**src/rtl/nsw_pkg.sv**
```systemverilog
package nsw_pkg;
   localparam int LANE_DATA = 0;
   localparam int LANE_ECHO = 1;
   localparam int NUM_LANES = 2;

   function automatic int unsigned ceil_log2(int unsigned n);
      int unsigned r = 0;
      while ((1 << r) < n) r++;
      return (r == 0) ? 1 : r;
   endfunction
endpackage

```
**src/rtl/nsw_phase.sv**
```systemverilog
module nsw_phase #(
   parameter int NIBS = 4,
   localparam int CW = nsw_pkg::ceil_log2(NIBS)
) (
   input  logic          clk,
   input  logic          rst_n,
   input  logic          sow,
   output logic          take,
   output logic [CW-1:0] pos
);
   logic          act_q;
   logic [CW-1:0] pos_q;

   always_comb begin
      take = sow | act_q;
      pos  = sow ? '0 : pos_q;
   end

   always_ff @(posedge clk) begin
      if (!rst_n) begin
         act_q <= 1'b0;
         pos_q <= '0;
      end else if (take) begin
         act_q <= 1'b1;
         pos_q <= (pos == CW'(NIBS - 1)) ? '0 : pos + 1'b1;
      end
   end
endmodule

```
**src/rtl/nsw_rx_pack.sv**
```systemverilog
module nsw_rx_pack #(
   parameter int WORD_W = 16,
   parameter int NIB_W  = 4,
   localparam int ACC_W = WORD_W - NIB_W
) (
   input  logic              clk,
   input  logic              rst_n,
   input  logic              take,
   input  logic              last,
   input  logic [NIB_W-1:0]  nib,
   output logic [WORD_W-1:0] word,
   output logic              valid
);
   logic [ACC_W-1:0]  acc_q;
   logic [WORD_W-1:0] full;

   assign full = {acc_q, nib};

   always_ff @(posedge clk) begin
      if (!rst_n) begin
         acc_q <= '0;
         word  <= '0;
         valid <= 1'b0;
      end else begin
         valid <= take & last;
         if (take) begin
            acc_q <= full[ACC_W-1:0];
            if (last) word <= full;
         end
      end
   end
endmodule

```
**src/rtl/nsw_tx_lane.sv**
```systemverilog
module nsw_tx_lane #(
   parameter int WORD_W = 16,
   parameter int NIB_W  = 4
) (
   input  logic              clk,
   input  logic              rst_n,
   input  logic              load,
   input  logic              fill,
   input  logic [WORD_W-1:0] word,
   output logic [NIB_W-1:0]  nib
);
   logic [WORD_W-1:0] sh_q;

   always_ff @(posedge clk) begin
      if (!rst_n)    sh_q <= '0;
      else if (load) sh_q <= fill ? word : '0;
      else           sh_q <= sh_q << NIB_W;
   end

   assign nib = sh_q[WORD_W-1 -: NIB_W];
endmodule

```
**src/rtl/nsw_conv_if.sv**
```systemverilog
module nsw_conv_if #(
   parameter int WORD_W = 16,
   parameter int NIB_W  = 4
) (
   input  logic              clk,
   input  logic              rst_n,
   input  logic              loop_en,
   input  logic [NIB_W-1:0]  rx_nib,
   input  logic              rx_sow,
   output logic [WORD_W-1:0] rx_word,
   output logic              rx_valid,
   input  logic [WORD_W-1:0] tx_data_word,
   input  logic [WORD_W-1:0] tx_echo_word,
   input  logic              tx_valid,
   output logic              tx_ready,
   output logic [NIB_W-1:0]  tx_nib,
   output logic [NIB_W-1:0]  tx_echo_nib,
   output logic              tx_underflow
);
   import nsw_pkg::*;

   localparam int NIBS = WORD_W / NIB_W;
   localparam int CW   = ceil_log2(NIBS);

   if (NIB_W < 1 || WORD_W % NIB_W != 0) begin : g_bad_split
      $error("nsw_conv_if: WORD_W must be a whole multiple of NIB_W");
   end
   if (NIBS < 2) begin : g_bad_count
      $error("nsw_conv_if: a word needs at least two nibbles");
   end

   // transmit framing follows the converter strobe
   logic          tx_take;
   logic [CW-1:0] tx_pos;
   logic          tx_first;
   logic          tx_first_q;

   nsw_phase #(.NIBS(NIBS)) u_tx_phase (
      .clk  (clk),
      .rst_n(rst_n),
      .sow  (rx_sow),
      .take (tx_take),
      .pos  (tx_pos)
   );

   assign tx_first = tx_take & (tx_pos == '0);
   assign tx_ready = tx_first;

   logic [WORD_W-1:0] lane_word [NUM_LANES];
   logic [NIB_W-1:0]  lane_nib  [NUM_LANES];

   assign lane_word[LANE_DATA] = tx_data_word;
   assign lane_word[LANE_ECHO] = tx_echo_word;

   for (genvar g = 0; g < NUM_LANES; g++) begin : g_lane
      nsw_tx_lane #(.WORD_W(WORD_W), .NIB_W(NIB_W)) u_lane (
         .clk  (clk),
         .rst_n(rst_n),
         .load (tx_first),
         .fill (tx_valid),
         .word (lane_word[g]),
         .nib  (lane_nib[g])
      );
   end

   assign tx_nib      = lane_nib[LANE_DATA];
   assign tx_echo_nib = lane_nib[LANE_ECHO];

   always_ff @(posedge clk) begin
      if (!rst_n) begin
         tx_first_q   <= 1'b0;
         tx_underflow <= 1'b0;
      end else begin
         tx_first_q <= tx_first;
         if (tx_first && !tx_valid) tx_underflow <= 1'b1;
      end
   end

   // receive source selector
   logic [NIB_W-1:0] src_nib;
   logic             src_sow;

   assign src_nib = loop_en ? tx_nib     : rx_nib;
   assign src_sow = loop_en ? tx_first_q : rx_sow;

   logic          rx_take;
   logic [CW-1:0] rx_pos;

   nsw_phase #(.NIBS(NIBS)) u_rx_phase (
      .clk  (clk),
      .rst_n(rst_n),
      .sow  (src_sow),
      .take (rx_take),
      .pos  (rx_pos)
   );

   nsw_rx_pack #(.WORD_W(WORD_W), .NIB_W(NIB_W)) u_rx_pack (
      .clk  (clk),
      .rst_n(rst_n),
      .take (rx_take),
      .last (rx_pos == CW'(NIBS - 1)),
      .nib  (src_nib),
      .word (rx_word),
      .valid(rx_valid)
   );
endmodule

```
**config.mk**
```make
export PLATFORM = sky130hd
export DESIGN_NAME = nsw_conv_if
export DESIGN_NICKNAME = d
export VERILOG_FILES = /design/src/rtl/nsw_pkg.sv /design/src/rtl/nsw_phase.sv /design/src/rtl/nsw_rx_pack.sv /design/src/rtl/nsw_tx_lane.sv /design/src/rtl/nsw_conv_if.sv
export SDC_FILE = /design/constraint.sdc
export NUM_CORES = 1
export LEC_CHECK = 0
export BUFFER_PORTS_ARGS = -buffer_cell sky130_fd_sc_hd__buf_2
export CORE_AREA = 8 8 80 117
export CTS_BUF_LIST = sky130_fd_sc_hd__clkbuf_4 sky130_fd_sc_hd__clkbuf_8
export DETAILED_ROUTE_END_ITERATION = 6
export DIE_AREA = 0 0 88 125
export GPL_TIMING_DRIVEN = 0
export SLEW_MARGIN = 20
export SYNTH_ARGS = -nofsm -noshare
export SYNTH_HDL_FRONTEND = slang
export SYNTH_HIERARCHICAL = 1
export SYNTH_SLANG_ARGS = --single-unit
```
**constraint.sdc**
```tcl
create_clock -name clk -period 1.3 [get_ports clk]
set_input_delay 0.13 -clock clk [delete_from_list [all_inputs] [get_ports clk]]
set_output_delay 0.13 -clock clk [all_outputs]
set_load 0.03 [all_outputs]
```
==> flow_summary.json <==
{
  "critPathLaunchType": "flip-flop",
  "cts_buffers": 9,
  "h-tree-depth": 3,
  "yosysTopAreaCell": "dfxtp_1",
  "relSlewSlack_pct": 79.04,
  "report.final.slew_viol_count": 0,
  "violations": "negative setup slack",
  "postLayoutCellArea_um2": 3720,
  "gp_congestion": 0.7623,
  "hold_viol_final": 0,
  "clk_latency_ns": 0.33,
  "vias": 2262,
  "post-route-min-period_ns": 1.402,
  "grt_util_met3_pct": 4.393,
  "fmax_ghz": 0.7133,
  "totalWireLength_um": 6537,
  "rsz0062_at_grt": "true",
  "synthFlopType": "dfxtp_1",
  "crit_path_max_fanout": 10,
  "hold_start": "tx_data_word[3]",
  "initial_core_util_pct": 36.29,
  "hpwlAfterDp_um": 4507,
  "grt_util_all_layers_pct": 12.63,
  "coreArea_um2": 7757,
  "peakVddDrop_uv": 743.6,
  "pin_count": 68,
  "fin_cells": 486,
  "reg2reg_from": "tx_first_q$_SDFF_PN0_",
  "drt_iter0_markers": 62,
  "leakage_nw": 1.738,
  "cts_root_buf": "clkbuf_8",
  "synth_edf_count": 0,
  "netlist.area_leader.share_pct": 49.07,
  "port_buffers": 67,
  "final_common_cell": "buf_2",
  "grt_max_degree": 13,
  "fin_skew_ns": 0.008110,
  "cts_tree": "built",
  "critPathKind": "reg2reg",
  "clk_pin_slew_ns": 0.08,
  "ys_seq_area_share_pct": 49.07,
  "grt.overflow.total": 0,
  "clk_path_buf_depth": 2,
  "ys_ff_latch": 69,
  "endpoint_kind": "flip-flop",
  "antenna_cells": 0,
  "busiest_layer": "met2",
  "grt_util_met2_pct": 22.33,
  "holdPathEnd": "g_lane[0].u_lane/sh_q[3]$_SDFF_PN0_",
  "syn-num-nets": 325,
  "r2r_cells": 6,
  "grt_pass1_vias": 2404,
  "fp.dieW_um": 88,
  "power.density_nw_per_um2": 1195,
  "dpl_cell_area_um2": 3323,
  "hold_depth": 2,
  "netlist_area_um2": 2815,
  "holdBufCountCts": 0,
  "place_inst": 456,
  "drive_gt1_share_pct": 40.16,
  "worst_pin_slew_ns": 0.3143,
  "rows": 40,
  "die-height_um": 125,
  "area_growth_pct": 32.13,
  "syn_area_per_cell_um2": 9.913,
  "hold_ws_ns": 0.02653,
  "regToRegSetupSlack_ns": -0.10,
  "hold_path.class": "in2reg",
  "ys_types": 27,
  "rr_endpoint": "u_rx_pack/word[1]$_SDFFE_PN0P_",
  "yosys_warnings": 6,
  "status": "finished with violations",
  "fin_crit_sh_pct": 107.8,
  "drc": 0,
  "via_per_inst": 4.654,
  "synthArstFlopShare_pct": 0,
  "yosys-top-cells-area": "dfxtp_1, nand4_1, nand3b_1, nand2_1, buf_4",
  "syn_inst": 284,
  "drtAntennaViolNets": 0,
  "fp.dieArea_um2": 11000,
  "cap_violations": 0,
  "grtUsageMet1_pct": 12.87,
  "setup_viol": 59,
  "layout_common_cells": "buf_2, dfxtp_1, nand2_1",
  "clock-sinks": 69,
  "p_total_w": 0.004444,
  "post_drt_wl_per_cell_um": 13.45,
  "grt_first_pass_wirelength_um": 10980,
  "cp.required_ns": 1.52,
  "antenna_found_initial": 0,
  "nets": 418,
  "first_pass_iters": 4,
  "arrival_ns": 1.63,
  "setup_ws_ns": -0.1019
}
-- worst max-delay path by stage --
stage | from | end
2_1_floorplan | u_tx_phase/pos_q[0]$_SDFFE_PN0P_ | g_lane[0].u_lane/sh_q[15]$_SDFF_PN0_
3_3_place_gp | u_tx_phase/pos_q[0]$_SDFFE_PN0P_ | g_lane[0].u_lane/sh_q[15]$_SDFF_PN0_
3_5_place_dp | loop_en | u_rx_pack/word[6]$_SDFFE_PN0P_
4_1_cts | tx_first_q$_SDFF_PN0_ | u_rx_pack/word[6]$_SDFFE_PN0P_
5_1_grt | tx_first_q$_SDFF_PN0_ | u_rx_pack/word[6]$_SDFFE_PN0P_
6_report | tx_first_q$_SDFF_PN0_ | u_rx_pack/word[1]$_SDFFE_PN0P_
-- cells by family after synthesis --
| family | after synthesis | share of synthesized area (%) |
|---|---|---|
| AOI/OAI and AO/OA | 29 | 6.578 |
| DFF | 69 | 49.07 |
| xor gates and xnor gates | 2 | 0.6223 |
| and+or+nand+nor | 136 | 28.71 |
| muxes | 17 | 6.267 |
| buffers and inverters | 31 | 8.755 |
-- cell usage after synthesis, types with 2 or more instances --
master and n:
and2_1 2, a32o_1 2, nand4_1 34, mux2i_1 12, nand2_1 40, and3_1 9
mux2_2 5, o21ai_1 11, nor2b_1 19, o21a_1 2, xor2_1 2, o21ai_0 6
o2bb2ai_1 2, nand2b_1 2, buf_2 5, or2_4 2, and2_4 5, a21bo_2 2
buf_4 17, buf_6 8, dfxtp_1 69, a21oi_1 2, nand3b_1 22
-- stage by stage --
stage	utilization, %	setup TNS (ns)	setup WS [ns]
floorplan	-	-6.205	-0.2090
global placement	42.84	-9.316	-0.2118
detailed placement	42.84	-9.546	-0.2295
CTS	46.48	-2.756	-0.1061
global route	47.95	-7.423	-0.2292
finish	47.95	-2.426	-0.1019
-- report_power, final --
part,leakage (nW),internal [W],switching (W)
registers,0.563,0.00220,0.0000373
logic,1.09,0.000382,0.000335
clock network,0.0860,0.000721,0.000773
total,1.74,0.00330,0.00115
-- critical path, cell delays in order (launching register included) --
cell     delay [ns]
dfxtp_1        0.30
mux2_4         0.28
or2_4          0.31
buf_8          0.14
buf_6          0.13
nand4_1        0.06
o21ai_0        0.07
-- flip-flops by register name (all words and copies together) (netlist names) --
name and cells:
g_lane.u_lane/sh_q 32, tx_first_q 1, tx_underflow 1, u_rx_pack/acc_q 12, u_rx_pack/valid 1, u_rx_pack/word 16, u_rx_phase/act_q 1, u_rx_phase/pos_q 2
u_tx_phase/act_q 1, u_tx_phase/pos_q 2
-- layout make-up --
type                       count  area (um2)
fill                         760        4038
sequential                    69        1385
multi-input combinational    184        1235
timing repair buffer          82       511.7
buffer                        31       291.5
clock buffer                  11       138.9
tap                          105       131.4
clock inverter                 4       26.28
-- metal layers --
metal  share of wire [%]  vias to the layer above
met5                   0                        -
met4                 1.5                        0
met3                 5.2                        8
met2                  53                       47
met1                  40                     1033
li1                    -                     1174
-- repair_timing --
| action | 4_1_cts | 5_1_grt |
|---|---|---|
| cloned | 4 | 3 |
| hold endpoints to repair | 0 | 0 |
| gates resized for setup | 14 | 14 |
| buffers inserted | 7 | 1 |
| setup endpoints to repair | 59 | 63 |
| pin swaps | 2 | 6 |
No activity file was read; power rests on OpenSTA's default activity.
